`config.mk`:
```
export PLATFORM = sky130hd
export DESIGN_NAME = ctr_page_mgr
export DESIGN_NICKNAME = d
export VERILOG_FILES = /design/src/rtl/ctr_mgr_pkg.sv /design/src/rtl/ctr_walk_ctrl.sv /design/src/rtl/ctr_store_dp.sv /design/src/rtl/ctr_page_mgr.sv
export SDC_FILE = /design/constraint.sdc
export NUM_CORES = 2
export LEC_CHECK = 0
export ABC_AREA = 0
export BUFFER_PORTS_ARGS = -buffer_cell sky130_fd_sc_hd__buf_2
export CAP_MARGIN = 15
export CORE_MARGIN = 4
export CORE_UTILIZATION = 44
export CTS_CLUSTER_DIAMETER = 80
export DETAILED_ROUTE_END_ITERATION = 8
export GPL_ROUTABILITY_DRIVEN = 0
export PLACE_DENSITY = 0.6
export SLEW_MARGIN = 0
export SYNTH_ARGS = -nofsm -noshare
export SYNTH_HDL_FRONTEND = slang
export SYNTH_SLANG_ARGS = --single-unit
```
`constraint.sdc`:
```
create_clock -name clk -period 3.5 [get_ports clk]
set_input_delay 0 -clock clk [delete_from_list [all_inputs] [get_ports clk]]
set_output_delay 0 -clock clk [all_outputs]
set_load 0.02 [all_outputs]
```
`src/rtl/ctr_mgr_pkg.sv`:
```
package ctr_mgr_pkg;
  // strobes from the walk controller to the counter store
  typedef struct packed {
    logic bumpBlk;   // accepted write: increment counter at wrIdx
    logic clearBlk;  // acknowledged rewrite: clear counter at walkIdx
    logic bumpPage;  // final acknowledgement: advance page counter
  } ctr_strobe_t;
endpackage

```
`src/rtl/ctr_walk_ctrl.sv`:
```
module ctr_walk_ctrl
  import ctr_mgr_pkg::*;
#(
  parameter int NUM_BLOCKS = 64,
  parameter int IDX_W      = 6
) (
  input  logic             clk,
  input  logic             rstN,
  input  logic             wrValid,
  input  logic             atMax,
  input  logic             cmdAck,
  output logic             wrReady,
  output logic             busy,
  output logic [IDX_W-1:0] walkIdx,
  output ctr_strobe_t      strobe
);
  localparam logic [IDX_W-1:0] LAST_IDX = IDX_W'(NUM_BLOCKS - 1);

  logic             busyQ;
  logic [IDX_W-1:0] ptrQ;
  logic             startWalk;
  logic             stepWalk;

  assign wrReady   = !busyQ && !(wrValid && atMax);
  assign startWalk = wrValid && atMax && !busyQ;
  assign stepWalk  = busyQ && cmdAck;

  always_comb begin
    strobe          = '0;
    strobe.bumpBlk  = wrValid && wrReady;
    strobe.clearBlk = stepWalk;
    strobe.bumpPage = stepWalk && (ptrQ == LAST_IDX);
  end

  always_ff @(posedge clk) begin
    if (!rstN) begin
      busyQ <= 1'b0;
      ptrQ  <= '0;
    end else if (startWalk) begin
      busyQ <= 1'b1;
      ptrQ  <= '0;
    end else if (stepWalk) begin
      if (ptrQ == LAST_IDX) busyQ <= 1'b0;
      else                  ptrQ  <= ptrQ + IDX_W'(1);
    end
  end

  assign busy    = busyQ;
  assign walkIdx = ptrQ;

  // the walk advances by exactly one index per acknowledgement
  a_r6_ascending: assert property (@(posedge clk) disable iff (!rstN)
    (busyQ && cmdAck && ptrQ != LAST_IDX) |=> (busyQ && ptrQ == $past(ptrQ) + IDX_W'(1)));

  // an unacknowledged command holds its index
  a_r6_hold: assert property (@(posedge clk) disable iff (!rstN)
    (busyQ && !cmdAck) |=> (busyQ && $stable(ptrQ)));
endmodule

```
`src/rtl/ctr_store_dp.sv`:
```
module ctr_store_dp
  import ctr_mgr_pkg::*;
#(
  parameter int NUM_BLOCKS = 64,
  parameter int BLK_W      = 7,
  parameter int PAGE_W     = 64,
  parameter int IDX_W      = 6,
  parameter int SEED_W     = 71
) (
  input  logic              clk,
  input  logic              rstN,
  input  ctr_strobe_t       strobe,
  input  logic [IDX_W-1:0]  wrIdx,
  input  logic [IDX_W-1:0]  walkIdx,
  input  logic              busy,
  input  logic              qryValid,
  input  logic [IDX_W-1:0]  qryIdx,
  output logic              atMax,
  output logic              qryRspValid,
  output logic [SEED_W-1:0] qrySeed,
  output logic [SEED_W-1:0] cmdOldSeed,
  output logic [SEED_W-1:0] cmdNewSeed
);
  localparam logic [BLK_W-1:0] BLK_MAX = {BLK_W{1'b1}};

  logic [BLK_W-1:0]  blkCtr [NUM_BLOCKS];
  logic [PAGE_W-1:0] pageQ;
  logic [PAGE_W-1:0] pageNext;

  for (genvar g = 0; g < NUM_BLOCKS; g++) begin : g_blk
    logic incHere;
    logic clrHere;
    assign incHere = strobe.bumpBlk  && (wrIdx   == IDX_W'(g));
    assign clrHere = strobe.clearBlk && (walkIdx == IDX_W'(g));

    always_ff @(posedge clk) begin
      if (!rstN)        blkCtr[g] <= '0;
      else if (clrHere) blkCtr[g] <= '0;
      else if (incHere) blkCtr[g] <= blkCtr[g] + BLK_W'(1);
    end

    // the controller never increments a saturated counter
    a_r5_no_wrap: assert property (@(posedge clk) disable iff (!rstN)
      incHere |-> (blkCtr[g] != BLK_MAX));

    // every counter is zero once the walk ends
    a_r8_cleared: assert property (@(posedge clk) disable iff (!rstN)
      $fell(busy) |-> (blkCtr[g] == '0));
  end

  always_ff @(posedge clk) begin
    if (!rstN)                pageQ <= '0;
    else if (strobe.bumpPage) pageQ <= pageNext;
  end

  assign pageNext   = pageQ + PAGE_W'(1);
  assign atMax      = (blkCtr[wrIdx] == BLK_MAX);
  assign cmdOldSeed = {pageQ, blkCtr[walkIdx]};
  assign cmdNewSeed = {pageNext, BLK_W'(0)};

  logic              qryDone;
  logic [PAGE_W-1:0] qryPage;
  logic [SEED_W-1:0] seedQ;
  logic              rspQ;

  assign qryDone = busy && (qryIdx < walkIdx);
  assign qryPage = qryDone ? pageNext : pageQ;

  always_ff @(posedge clk) begin
    if (!rstN) begin
      rspQ  <= 1'b0;
      seedQ <= '0;
    end else begin
      rspQ <= qryValid;
      if (qryValid) seedQ <= {qryPage, blkCtr[qryIdx]};
    end
  end

  assign qryRspValid = rspQ;
  assign qrySeed     = seedQ;

  // the page counter only ever steps up by one
  a_r8_page_step: assert property (@(posedge clk) disable iff (!rstN)
    !$stable(pageQ) |-> (pageQ == $past(pageQ) + PAGE_W'(1)));
endmodule

```
`src/rtl/ctr_page_mgr.sv`:
```
module ctr_page_mgr
  import ctr_mgr_pkg::*;
#(
  parameter int NUM_BLOCKS = 64,
  parameter int BLK_W      = 7,
  parameter int PAGE_W     = 64,
  localparam int IDX_W     = $clog2(NUM_BLOCKS),
  localparam int SEED_W    = PAGE_W + BLK_W
) (
  input  logic              clk,
  input  logic              rstN,
  input  logic              wrValid,
  input  logic [IDX_W-1:0]  wrIdx,
  output logic              wrReady,
  input  logic              qryValid,
  input  logic [IDX_W-1:0]  qryIdx,
  output logic              qryRspValid,
  output logic [SEED_W-1:0] qrySeed,
  output logic              cmdValid,
  output logic [IDX_W-1:0]  cmdIdx,
  output logic [SEED_W-1:0] cmdOldSeed,
  output logic [SEED_W-1:0] cmdNewSeed,
  input  logic              cmdAck,
  output logic              busy
);
  ctr_strobe_t      strobe;
  logic             atMax;
  logic             busyInt;
  logic [IDX_W-1:0] walkIdx;

  ctr_walk_ctrl #(.NUM_BLOCKS(NUM_BLOCKS), .IDX_W(IDX_W)) u_ctrl (
    .clk(clk), .rstN(rstN), .wrValid(wrValid), .atMax(atMax), .cmdAck(cmdAck),
    .wrReady(wrReady), .busy(busyInt), .walkIdx(walkIdx), .strobe(strobe)
  );

  ctr_store_dp #(.NUM_BLOCKS(NUM_BLOCKS), .BLK_W(BLK_W), .PAGE_W(PAGE_W),
                 .IDX_W(IDX_W), .SEED_W(SEED_W)) u_dp (
    .clk(clk), .rstN(rstN), .strobe(strobe), .wrIdx(wrIdx), .walkIdx(walkIdx),
    .busy(busyInt), .qryValid(qryValid), .qryIdx(qryIdx), .atMax(atMax),
    .qryRspValid(qryRspValid), .qrySeed(qrySeed),
    .cmdOldSeed(cmdOldSeed), .cmdNewSeed(cmdNewSeed)
  );

  assign busy     = busyInt;
  assign cmdValid = busyInt;
  assign cmdIdx   = walkIdx;
endmodule

```
==> reports/metrics.csv <==
metric,value,unit
yosys-top-cells-count,"nor2_1, edfxtp_1, mux4_2, nand3_1, xnor2_1",
hp-class,input pin to flop,
fin_nets,4277,
synth.area.top_cells,"edfxtp_1, mux4_2, dfxtp_1",
ys_seq_area_share,39.9,%
cp-end-kind,output pin,
arrival,3.45,ns
fin_skew,0.0370,ns
synth_edf_count,448,
clk_pin_slew,0.06,ns
grt_start_max_net_pins,115,
io_buffers,232,
drt_iter0_drc,5414,
required,3.50,ns
die_h,314,um
post-route-period-util,98.5,%
synthFlopType,edfxtp_1,
die_w,314,um
htreeDepth,3,
violations,design-rule violations,
cts_sinks,597,
cts.path.max_buffers,3,
grt_pass1_vias,33600,
cts_root_buf,clkbuf_16,
grt_pass1_wl,227000,um
finalHoldWorstSlack,0.0550,ns
synth.distinct_cells,55,
yosys_warnings,0,
tightest_slew,1.07,ns
drv_slew,0,
remaining_drc_errors,8,
synth_area,41200,um2
cts_buffers,74,
synth-seq-cells,597,
p_leak,17.8,nW
core_area,93200,um2
irDropWorstVdd,0.318,mV
min_period,3.45,ns
finalSetupViolCount,0,
fillCellCount,8126,
initial_core_util,44.2,%
row_count,112,
drive_above_1_share,31.7,%
status,"complete, but fails checks",
boundaryPins,240,
max_cap_viol_count,0,
hold_viol_final,0,
viasPerCell,6.47,
synth_top_cell_by_area,edfxtp_1,
via_count,35600,
area_growth,20.3,%
antenna_found_initial,15,
synth_cells,3672,
start_kind,flop,
relSlewSlack,28.6,%
synth_most_common_cell,nor2_1,
clock_latency,0.68,ns
ys_async_sr_fraction,0,%
wl_per_cell,28.1,um
ant_nets,0,
cp_max_fo,27,
worstSetupPathType,flop to output pin,
dieArea,98700,um2
synth_top_cell_area_share,32.6,%
hpwl,116000,um
postSynthAreaPerCell,11.2,um2
globalRoute.totalOverflow,0,
p_per_area,375,nW/um2
final_area,49600,um2
first_pass_iters,9,
placed_cell_area,46500,um2
grtUsageTotal,30.8,%
max_freq,290,MHz
wl,155000,um
cts_tree,built,
## power breakdown
group / total, mW / internal [mW] / switching, mW
Combinational: 2.47 / 1.07 / 1.40
Clock: 8.02 / 4.66 / 3.36
Sequential: 8.10 / 7.83 / 0.266
## placed cells by master (no fill, tap or decap), types with 9 or more instances in the layout
| cell | n |
|---|---|
| a211oi_1 | 23 |
| and2_1 | 13 |
| nor3_1 | 47 |
| edfxtp_1 | 448 |
| and3_1 | 91 |
| xnor2_1 | 219 |
| dfxtp_1 | 139 |
| nor2_1 | 498 |
| o21ai_0 | 187 |
| o21bai_1 | 24 |
| a22oi_2 | 14 |
| a21oi_1 | 105 |
| ha_1 | 74 |
| or4_4 | 27 |
| a22oi_1 | 36 |
| buf_2 | 225 |
| or4_1 | 11 |
| nand3_1 | 247 |
| clkbuf_16 | 74 |
| or3_1 | 100 |
| mux4_2 | 403 |
| inv_1 | 75 |
| nand2_1 | 128 |
| nand2b_1 | 13 |
| xor2_1 | 215 |
| nor2b_1 | 9 |
| buf_4 | 465 |
| clkinv_2 | 14 |
| mux2i_1 | 9 |
| clkbuf_1 | 14 |
| a21o_1 | 9 |
| nor4_1 | 39 |
| a2111oi_0 | 11 |
| a31oi_1 | 20 |
| buf_12 | 29 |
| nand4_1 | 23 |
| o221ai_1 | 20 |
## critical path, cell delays in order (launching register included)
cell and delay, ns:
edfxtp_1 0.45, mux2_2 0.25, nor3b_1 0.06, o311ai_1 0.43, buf_4 0.20, o211ai_1 0.17, nor4b_2 0.34, and3_4 0.27
buf_12 0.20, buf_4 0.17, nor2_4 0.05, buf_4 0.19
## per-stage QoR
step	worst slack [ns]	setup TNS [ns]	util (%)	cells	power (mW)
after detailed placement	-0.202	-31.10	49.9	5327	10.6
after CTS	0.00836	0	52.8	5472	18.5
after global placement	-0.193	-18.37	49.9	5327	10.5
final	0.0533	0	53.2	5505	18.6
after floorplan	0.376	0	-	3678	9.51
after global routing	-0.00483	-0.00814	53.2	5500	19.1
## timing repair
| item | in CTS | in global routing |
|---|---|---|
| hold buffers | 3 | 0 |
| setup buffers | 6 | 28 |
| endpoints found under the setup margin | 152 | 262 |
| hold endpoints to repair | 6 | 0 |
| pin swaps | 2 | 3 |
| resized for setup | 30 | 26 |
## registers in the layout, indices dropped and copies added (netlist names), named ones only
name              cells
u_dp.blkCtr         448
u_dp.qryRspValid      1
u_ctrl.busy           1
u_ctrl.walkIdx        6
u_dp.qrySeed         71
u_dp.pageQ           64
## path summary, 6_finish.rpt
check	start	endpoint	slack, ns	cells after the start
max reg2reg	u_dp.blkCtr[39][6]$_SDFFCE_PN0P_	flop	0.06	10
min reg2reg	u_dp.qrySeed[1]$_SDFFE_PN0P_	u_dp.qrySeed[1]$_SDFFE_PN0P_	0.49	2
min	qryValid	u_dp.qrySeed[43]$_SDFFE_PN0P_	0.05	2
max	u_dp.blkCtr[39][6]$_SDFFCE_PN0P_	wrReady	0.05	11
## area by class of cell
type	count	area [um2]	area share, %
Antenna cell	5	12.5	0.0252
Multi-Input combinational cell	2710	23500	47.4
Inverter	76	287	0.578
Tap cell	1254	1570	3.16
Timing Repair Buffer	727	5280	10.7
Clock buffer	94	1990	4.01
Clock inverter	42	503	1.01
Sequential cell	597	16500	33.2
## logic make-up after synthesis
family,Yosys count,share of synthesized area [%]
and+or+nand+nor,1284,15.2
AOI/OAI and AO/OA,490,7.19
adders and majority gates,74,2.25
buffers and inverters,371,3.82
xor gates and xnor gates,437,9.28
other,1,0.00909
muxes,418,22.4
DFF,597,39.9
## per-layer routing
metal	GRT usage, %	wire (um)	vias to the layer above
met4	14.2	9210	18
met3	11.5	22500	548
met5	0	116	-
met2	45.3	65600	2510
li1	-	-	15000
met1	40.6	57300	17500
Power figures use the tool's default switching activity.
